--- src/rtl/shpar_pkg.sv ---
package shpar_pkg;
  typedef enum logic { ORG_LOCAL = 1'b0, ORG_EXT = 1'b1 } origin_e;
  localparam int unsigned LANE_BITS = 8;
endpackage

--- src/rtl/shpar_lane_gen.sv ---
module shpar_lane_gen #(
  parameter int unsigned LANES = 4
) (
  input  logic [LANES*shpar_pkg::LANE_BITS-1:0] data,
  output logic [LANES-1:0]                      par
);
  localparam int unsigned LB = shpar_pkg::LANE_BITS;
  for (genvar g = 0; g < LANES; g++) begin : g_lane
    assign par[g] = ~^data[g*LB +: LB];
  end
endmodule

--- src/rtl/shpar_lane_chk.sv ---
module shpar_lane_chk #(
  parameter int unsigned LANES = 4
) (
  input  logic [LANES*shpar_pkg::LANE_BITS-1:0] data,
  input  logic [LANES-1:0]                      par,
  input  logic [LANES-1:0]                      be,
  output logic [LANES-1:0]                      lane_bad
);
  localparam int unsigned LB = shpar_pkg::LANE_BITS;
  for (genvar g = 0; g < LANES; g++) begin : g_lane
    assign lane_bad[g] = be[g] & ~(^{par[g], data[g*LB +: LB]});
  end
endmodule

--- src/rtl/shpar_err_log.sv ---
module shpar_err_log #(
  parameter int unsigned ADDR_W = 24,
  parameter int unsigned LVL_W  = 3
) (
  input  logic              clk,
  input  logic              rst_n,
  input  logic              evt,
  input  logic [ADDR_W-1:0] evt_addr,
  input  shpar_pkg::origin_e evt_org,
  input  logic              sw_clr,
  input  logic              sw_level_we,
  input  logic [LVL_W-1:0]  sw_level_wdata,
  output logic              err_flag,
  output logic [ADDR_W-1:0] err_addr,
  output logic              err_ext,
  output logic              irq_req,
  output logic [LVL_W-1:0]  irq_level
);
  import shpar_pkg::*;

  logic     flag_q;
  logic [ADDR_W-1:0] addr_q;
  origin_e  org_q;
  logic [LVL_W-1:0]  lvl_q;
  logic     take;

  // A clear in the same cycle frees the log for the incoming event.
  assign take = evt && (!flag_q || sw_clr);

  always_ff @(posedge clk or negedge rst_n) begin
    if (!rst_n) begin
      flag_q <= 1'b0;
      addr_q <= '0;
      org_q  <= ORG_LOCAL;
    end else if (take) begin
      flag_q <= 1'b1;
      addr_q <= evt_addr;
      org_q  <= evt_org;
    end else if (sw_clr) begin
      flag_q <= 1'b0;
    end
  end

  always_ff @(posedge clk or negedge rst_n) begin
    if (!rst_n)           lvl_q <= '0;
    else if (sw_level_we) lvl_q <= sw_level_wdata;
  end

  assign err_flag  = flag_q;
  assign err_addr  = addr_q;
  assign err_ext   = (org_q == ORG_EXT);
  assign irq_req   = flag_q && (org_q == ORG_LOCAL);
  assign irq_level = lvl_q;
endmodule

--- src/rtl/shmem_parity_guard.sv ---
module shmem_parity_guard #(
  parameter int unsigned DATA_W = 32,
  parameter int unsigned ADDR_W = 24,
  parameter int unsigned LVL_W  = 3
) (
  input  logic              clk,
  input  logic              rst_n,
  input  logic              w_valid,
  output logic              w_ready,
  input  logic [DATA_W-1:0] w_data,
  input  logic [DATA_W/8-1:0] w_be,
  output logic              mem_w_valid,
  input  logic              mem_w_ready,
  output logic [DATA_W-1:0] mem_w_data,
  output logic [DATA_W/8-1:0] mem_w_be,
  output logic [DATA_W/8-1:0] mem_w_par,
  input  logic              rd_valid,
  output logic              rd_ready,
  input  logic [DATA_W-1:0] rd_data,
  input  logic [DATA_W/8-1:0] rd_par,
  input  logic [DATA_W/8-1:0] rd_be,
  input  logic [ADDR_W-1:0] rd_addr,
  input  logic              rd_ext,
  output logic              rsp_valid,
  input  logic              rsp_ready,
  output logic [DATA_W-1:0] rsp_data,
  output logic              rsp_ack,
  output logic              rsp_berr,
  input  logic              sw_clr,
  input  logic              sw_level_we,
  input  logic [LVL_W-1:0]  sw_level_wdata,
  output logic              err_flag,
  output logic [ADDR_W-1:0] err_addr,
  output logic              err_ext,
  output logic              irq_req,
  output logic [LVL_W-1:0]  irq_level
);
  import shpar_pkg::*;
  localparam int unsigned LANES = DATA_W / LANE_BITS;

  // Write path: straight through, parity appended.
  assign mem_w_valid = w_valid;
  assign w_ready     = mem_w_ready;
  assign mem_w_data  = w_data;
  assign mem_w_be    = w_be;

  shpar_lane_gen #(.LANES(LANES)) u_gen (
    .data (w_data),
    .par  (mem_w_par)
  );

  // Read path: check, then one response register.
  logic [LANES-1:0] lane_bad;
  logic             any_bad;
  logic             rd_fire;
  logic             vq;
  logic [DATA_W-1:0] dq;
  logic             ackq;
  logic             berrq;
  origin_e          rd_org;

  shpar_lane_chk #(.LANES(LANES)) u_chk (
    .data     (rd_data),
    .par      (rd_par),
    .be       (rd_be),
    .lane_bad (lane_bad)
  );

  assign any_bad  = |lane_bad;
  assign rd_org   = rd_ext ? ORG_EXT : ORG_LOCAL;
  assign rd_ready = !vq || rsp_ready;
  assign rd_fire  = rd_valid && rd_ready;

  always_ff @(posedge clk or negedge rst_n) begin
    if (!rst_n) begin
      vq    <= 1'b0;
      dq    <= '0;
      ackq  <= 1'b0;
      berrq <= 1'b0;
    end else if (rd_fire) begin
      vq    <= 1'b1;
      dq    <= rd_data;
      berrq <= any_bad && (rd_org == ORG_EXT);
      ackq  <= !(any_bad && (rd_org == ORG_EXT));
    end else if (rsp_ready) begin
      vq    <= 1'b0;
    end
  end

  assign rsp_valid = vq;
  assign rsp_data  = dq;
  assign rsp_ack   = ackq;
  assign rsp_berr  = berrq;

  shpar_err_log #(.ADDR_W(ADDR_W), .LVL_W(LVL_W)) u_log (
    .clk            (clk),
    .rst_n          (rst_n),
    .evt            (rd_fire && any_bad),
    .evt_addr       (rd_addr),
    .evt_org        (rd_org),
    .sw_clr         (sw_clr),
    .sw_level_we    (sw_level_we),
    .sw_level_wdata (sw_level_wdata),
    .err_flag       (err_flag),
    .err_addr       (err_addr),
    .err_ext        (err_ext),
    .irq_req        (irq_req),
    .irq_level      (irq_level)
  );
endmodule

--- config.mk ---
export PLATFORM = sky130hd
export DESIGN_NAME = shmem_parity_guard
export DESIGN_NICKNAME = d
export VERILOG_FILES = /design/src/rtl/shpar_pkg.sv /design/src/rtl/shpar_lane_gen.sv /design/src/rtl/shpar_lane_chk.sv /design/src/rtl/shpar_err_log.sv /design/src/rtl/shmem_parity_guard.sv
export SDC_FILE = /design/constraint.sdc
export NUM_CORES = 1
export LEC_CHECK = 0
export ABC_AREA = 1
export BUFFER_PORTS_ARGS = -buffer_cell sky130_fd_sc_hd__buf_2
export CAP_MARGIN = 15
export CORE_MARGIN = 5
export CORE_UTILIZATION = 43
export DETAILED_ROUTE_END_ITERATION = 8
export PLACE_DENSITY_LB_ADDON = 0.08
export REMOVE_ABC_BUFFERS = 1
export SLEW_MARGIN = 20
export SYNTH_ARGS = -nofsm -noshare
export SYNTH_HDL_FRONTEND = slang
export SYNTH_SLANG_ARGS = --single-unit
--- constraint.sdc ---
create_clock -name clk -period 2 [get_ports clk]
set_clock_uncertainty 0.05 [all_clocks]
set_input_delay 0.3 -clock clk [delete_from_list [all_inputs] [get_ports clk]]
set_output_delay 0.3 -clock clk [all_outputs]
set_load 0.01 [all_outputs]
# --- Word-level counts from Yosys, hierarchy flattened ---
# Index checks and enable logic that the tools add are counted.
totals:
  reg_bits: 64
  inputBits: 112
  wordCells: 43
op_classes:
  muxes: 5
  n_bitwise: 9
  reduce_logical: 21
ops:
  columns: ["operator", "count"]
  rows:
  - ["$reduce_xor A9 Y1", 4]
  - ["$reduce_xnor A8 Y1", 4]
  - ["$logic_and A1 B1 Y1", 5]
  - ["$mux W1", 5]
  - ["$not A1 Y1", 5]
  - ["$and A1 B1 Y1", 4]
  - ["$reduce_bool A2 Y1", 2]
  - ["$reduce_or A4 Y1", 1]
  - ["$logic_not A1 Y1", 3]
  - ["$logic_or A1 B1 Y1", 2]

# --- Longest topological paths before layout ---
depth:
  ltp_word: 7
  ltp_mapped: 16

# --- Hierarchy ---
# From an unflattened synthesis, not the netlist that was laid out.
unflattened:
  cells_unflattened: 591
  hier_area_um2: 4046.4
by_module_without_submodules:
  columns: ["mod", "instances", "cells_each", "area_per_inst_um2", "seq_area_each_um2"]
  rows:
  - ["shmem_parity_guard", 1, 192, 1672.9, 875.8]
  - ["shpar_err_log", 1, 126, 1216.2, 725.7]
  - ["shpar_lane_gen", 1, 148, 580.6, 0.0]
  - ["shpar_lane_chk", 1, 125, 576.8, 0.0]

# --- Least setup slack after synthesis ---
# No wires, ideal clock.
synth_timing:
  path_type: "input to register"
  startpoint: "in rd_data[24]"
  endpoint: "reg u_log.addr_q[10], in the netlist u_log.err_addr[10]"
  t_arrival_ns: 1.310
  path_slack_ns: 0.523
  stages: 16
  n_path_buf: 1
  cell_sequence: "inv_1 -> nand2_1 -> nand2_1 -> nand2_1 -> nand2_1 -> nand2_1 -> nand2_1 -> nand2_1 -> nand3_1 -> nand2_1 -> inv_2 -> nand2_4 -> nand3_4 -> buf_6 -> nand2_1 -> nand2_1"
synth_via:
  elab_chain_cells: 6
synth_rtl:
  columns: ["element", "line_no", "rtl"]
  rows:
  - ["start, declared", "shmem_parity_guard.sv:19", "input logic [DATA_W-1:0] rd_data,"]
  - ["$reduce_xor A9 Y1", "shpar_lane_chk.sv:11", "assign lane_bad[g] = be[g] & ~(^{par[g], data[g*LB +: LB]});"]
  - ["$not A1 Y1", "shpar_lane_chk.sv:11", null]
  - ["$and A1 B1 Y1", "shpar_lane_chk.sv:11", null]
  - ["$reduce_or A4 Y1", "shmem_parity_guard.sv:69", "assign any_bad = |lane_bad;"]
  - ["$logic_and A1 B1 Y1", "shmem_parity_guard.sv:98", ".evt (rd_fire && any_bad),"]
  - ["$logic_and A1 B1 Y1", "shpar_err_log.sv:28", "assign take = evt && (!flag_q || sw_clr);"]
  - ["end signal, assigned", "shpar_err_log.sv:37", "addr_q <= evt_addr;"]
  - ["end, declared", "shpar_err_log.sv:22", "logic [ADDR_W-1:0] addr_q;"]
# Every way passes these cells.
# A chain may end at the register's enable or synchronous reset.

# --- Worst setup path after layout ---
layout_timing:
  startpoint: "reg u_log.flag_q, in the netlist u_log.err_flag"
  endpoint: "reg u_log.addr_q[20], in the netlist u_log.err_addr[20]"
layout_via:
  elab_chain_cells: 3
layout_rtl:
  columns: ["element", "line_no", "rtl"]
  rows:
  - ["start, declared", "shpar_err_log.sv:21", "logic flag_q;"]
  - ["start signal, assigned", "shpar_err_log.sv:32", "flag_q <= 1'b0;"]
  - ["start signal, assigned", "shpar_err_log.sv:36", "flag_q <= 1'b1;"]
  - ["start signal, assigned", "shpar_err_log.sv:40", "flag_q <= 1'b0;"]
  - ["$logic_not A1 Y1", "shpar_err_log.sv:28", null]
  - ["$logic_or A1 B1 Y1", "shpar_err_log.sv:28", null]
  - ["$logic_and A1 B1 Y1", "shpar_err_log.sv:28", null]
# Every way passes these cells.

==> impl_metrics.csv <==
group,metric,value,unit
floorplanning,die_h,101.1,microns
cts,clk_latency,0.33,ns
synth,synth-edff-count,0,
cts,htreeDepth,3,
synth,synth_top_family_by_area,"simple AND/OR/NAND/NOR gates",
synth,ys_warn_count,0,
synth,syn_area,0.003570,sq mm
synth,synth_compound_area_share,2.979,%
setup_path,critPathKind,"reg -> reg",
place,dpl_cell_area,0.004439,sq mm
floorplanning,initial_core_util,43.89,%
routing,viasPerCell,4.579,
global_route,first_global_vias,3271,
setup_path,path_max_fanout,27,
floorplanning,io-pin-count,220,
synth,yosys.area_share.simple,28.43,%
setup_path,crit_slowest_cell,"or2_2",
sta,timing.fmax,0.6058,GHz
cells_and_area,final_layout_size_suffix_gt1_share,37.66,%
cells_and_area,finalNetCount,739,
setup_path,path_cells,"inv_1 -> or2_2 -> nand3_4 -> nand2_1 -> nand2_1",
routing,vias,3375,
setup_path,crit_path_end_kind,"flip-flop",
synth,yosys-top-cells-area,"dfrtp_1 45%, nand2_1 20%, buf_4 8.0%",
routing,antenna_left,0,
cells_and_area,fin_cells,737,
sta,setup_slack,0.3492,ns
place,dp_cells,720,
setup_path,crit_required,2.17,ns
global_route,overflow,0,
cells_and_area,n_fill_cell,780,
cts,ctsResizeCount,0,
power_and_ir_drop,p_per_area,925.2,mW/mm^2
routing,drt_wl_total,9445,microns
flow_run,max_cap_violations,0,
cts,cts_buffers,9,
synth,synth-xor-area-share,8.833,%
cts,cts.sinks,64,
routing,drt_first_pass_iters,4,
outcome,status,"finished, final reports clean",
cts,cts_buffer_depth,2,
synth,synthAdderAreaFrac,0,%
synth,synth_top_flop_cell,"dfrtp_1",
global_route,grt_max_degree,55,
cts,cts_setup_buffers,0,
power_and_ir_drop,p_leak,0.002778,uW
cells_and_area,multi_input_area,0.001470,sq mm
synth,syn_inst,455,
cts,cts-root-buf,"clkbuf_8",
floorplanning,die_x,101.1,microns
place,io_buffers,207,
synth,synth_cell_type_count,22,
global_route,grt_pass1_wl,14900,microns
global_route,grt.total_usage,18.03,%
floorplanning,rows,33,
sta,rsz0062_at_grt,"false",
sta,max_slew.worst_pin.slew,0.5558,ns
place,gp_congestion,0.7828,
cells_and_area,regArea,0.001602,sq mm
routing,wl_per_cell,12.82,microns
synth,synth.most_common_cell,"nand2_1",
synth,syn-mean-instance-area,7.845,sq um
sta,hold_violations,0,
setup_path,worstPathArrival,1.82,ns
place,hpwl,7444,microns
cts,path_clk_slew,0.07,ns
floorplanning,die-area,0.01022,sq mm
routing,drcViolationCount,0,
cells_and_area,syn_to_final_growth,31.16,%
hold_path,hold_class,"in -> reg",
synth,synthMuxAreaShare,0.9464,%
sta,maxSlewHeadroom,62.95,%
synth,ys_ff_latch,64,
synth,yosysTopAreaCellShare,44.87,%
setup_path,worstSetupStartpointType,"flip-flop",
setup_path,cpPeakStageDelay,0.47,ns
setup_path,crit_top_cell,"nand2_1",
power_and_ir_drop,irDropWorstVdd,0.4492,mV
routing,first_iter_violations,95,
sta,setup-violations-final,0,
synth,ys_async_sr_fraction,100.0,%
synth,yosysSeqAreaShare,44.87,%
cts,cts_tree,"done",
cells_and_area,diodes,0,
synth,synth_area_leader_cell,"dfrtp_1",
power_and_ir_drop,total_power,4332,uW
floorplanning,coreArea,0.008134,sq mm
sta,slew_viol_final,0,
global_route,grt_antenna_before_repair,0,
synth,synthTopCellsByCount,"194 x nand2_1, 64 x dfrtp_1, 38 x buf_4",
sta,period_needed,1.651,ns
sta,fin_crit_sh,82.54,%
place,place_ws,0.05385,ns
cells_and_area,finish.instance_area,0.004682,sq mm
registers in the layout (all words and copies together) (netlist names):
name	cells
u_log.err_flag	1
rsp_valid	1
u_log.err_ext	1
u_log.irq_level	3
u_log.err_addr	24
rsp_data	32
rsp_ack	1
rsp_berr	1
final timing paths:
path	slack, ns	end	cells past startpoint	startpoint
max	0.35	u_log.err_addr[20]	5	u_log.err_flag
min	0.14	u_log.irq_level[0]	2	sw_level_wdata[0]
max reg2reg	0.35	u_log.err_addr[20]	5	u_log.err_flag
min reg2reg	0.42	u_log.err_addr[8]	2	u_log.err_addr[8]
max in group asynchronous	0.90	rsp_data[28]	3	rst_n
min in group asynchronous	0.43	u_log.irq_level[0]	2	rst_n
worst max-delay path, delay by kind of cell (launching register included):
family | cells | cell delay, ns
buffers and inverters | 1 | 0.07
DFF | 1 | 0.39
and+or+nand+nor | 4 | 1.02
per-layer routing:
metal  share of wire [%]  vias to the layer above  GRT usage [%]
li1                    -                     1726              -
met3                 9.6                       10          5.675
met5                   0                        -              0
met2                  48                      119          29.78
met4                 1.3                        0          5.112
met1                  41                     1520          22.80
area by class of cell:
type / count / share of cell area (%)
sequential: 64 / 34.21
multi-input combinational: 301 / 31.40
timing repair buffer: 215 / 23.73
clock buffer: 14 / 3.688
inverter: 36 / 2.886
tap: 105 / 2.806
clock inverter: 2 / 1.283
timing repair:
item                       4_1_cts  5_1_grt
setup endpoints to repair        0        0
hold endpoints to repair        21        0
hold buffers                     1        0
cells by family (layout without fill, tap and decap cells):
group	after synthesis	after routing
AO/OA/AOI/OAI	21	21
XOR/XNOR	36	36
buffers and inverters	90	267
flip-flops	64	64
multiplexers	3	3
AND/OR/NAND/NOR	241	241
power breakdown:
part           internal (uW)  total, uW  switching (uW)
sequential              1570       1710             147
combinational            558       1330             772
clock                    806       1290             483
stage by stage:
step | utilization (%) | hold slack [ns] | TNS, ns
after global routing | 57.56 | 0.1370 | 0
after global placement | 54.58 | 0.2593 | 0
after detailed placement | 54.58 | 0.2613 | 0
after floorplan | - | -0.04559 | -38.01
final | 57.56 | 0.1431 | 0
after CTS | 57.56 | 0.1238 | 0
cell usage in the layout (no fill, tap or decap), types with 2 or more instances in the layout:
| cell | Yosys | routed |
|---|---|---|
| bufinv_16 | 0 | 2 |
| nor2_1 | 2 | 2 |
| nand4_1 | 25 | 25 |
| xnor2_1 | 25 | 25 |
| buf_2 | 2 | 207 |
| nand2_1 | 194 | 194 |
| inv_2 | 4 | 4 |
| o21ai_0 | 20 | 20 |
| dfrtp_1 | 64 | 64 |
| clkbuf_1 | 11 | 2 |
| clkbuf_8 | 0 | 12 |
| buf_4 | 38 | 6 |
| nand3_1 | 16 | 16 |
| inv_1 | 31 | 31 |
| mux2_2 | 3 | 3 |
| xor2_1 | 11 | 11 |
Power figures use the tool's default switching activity.
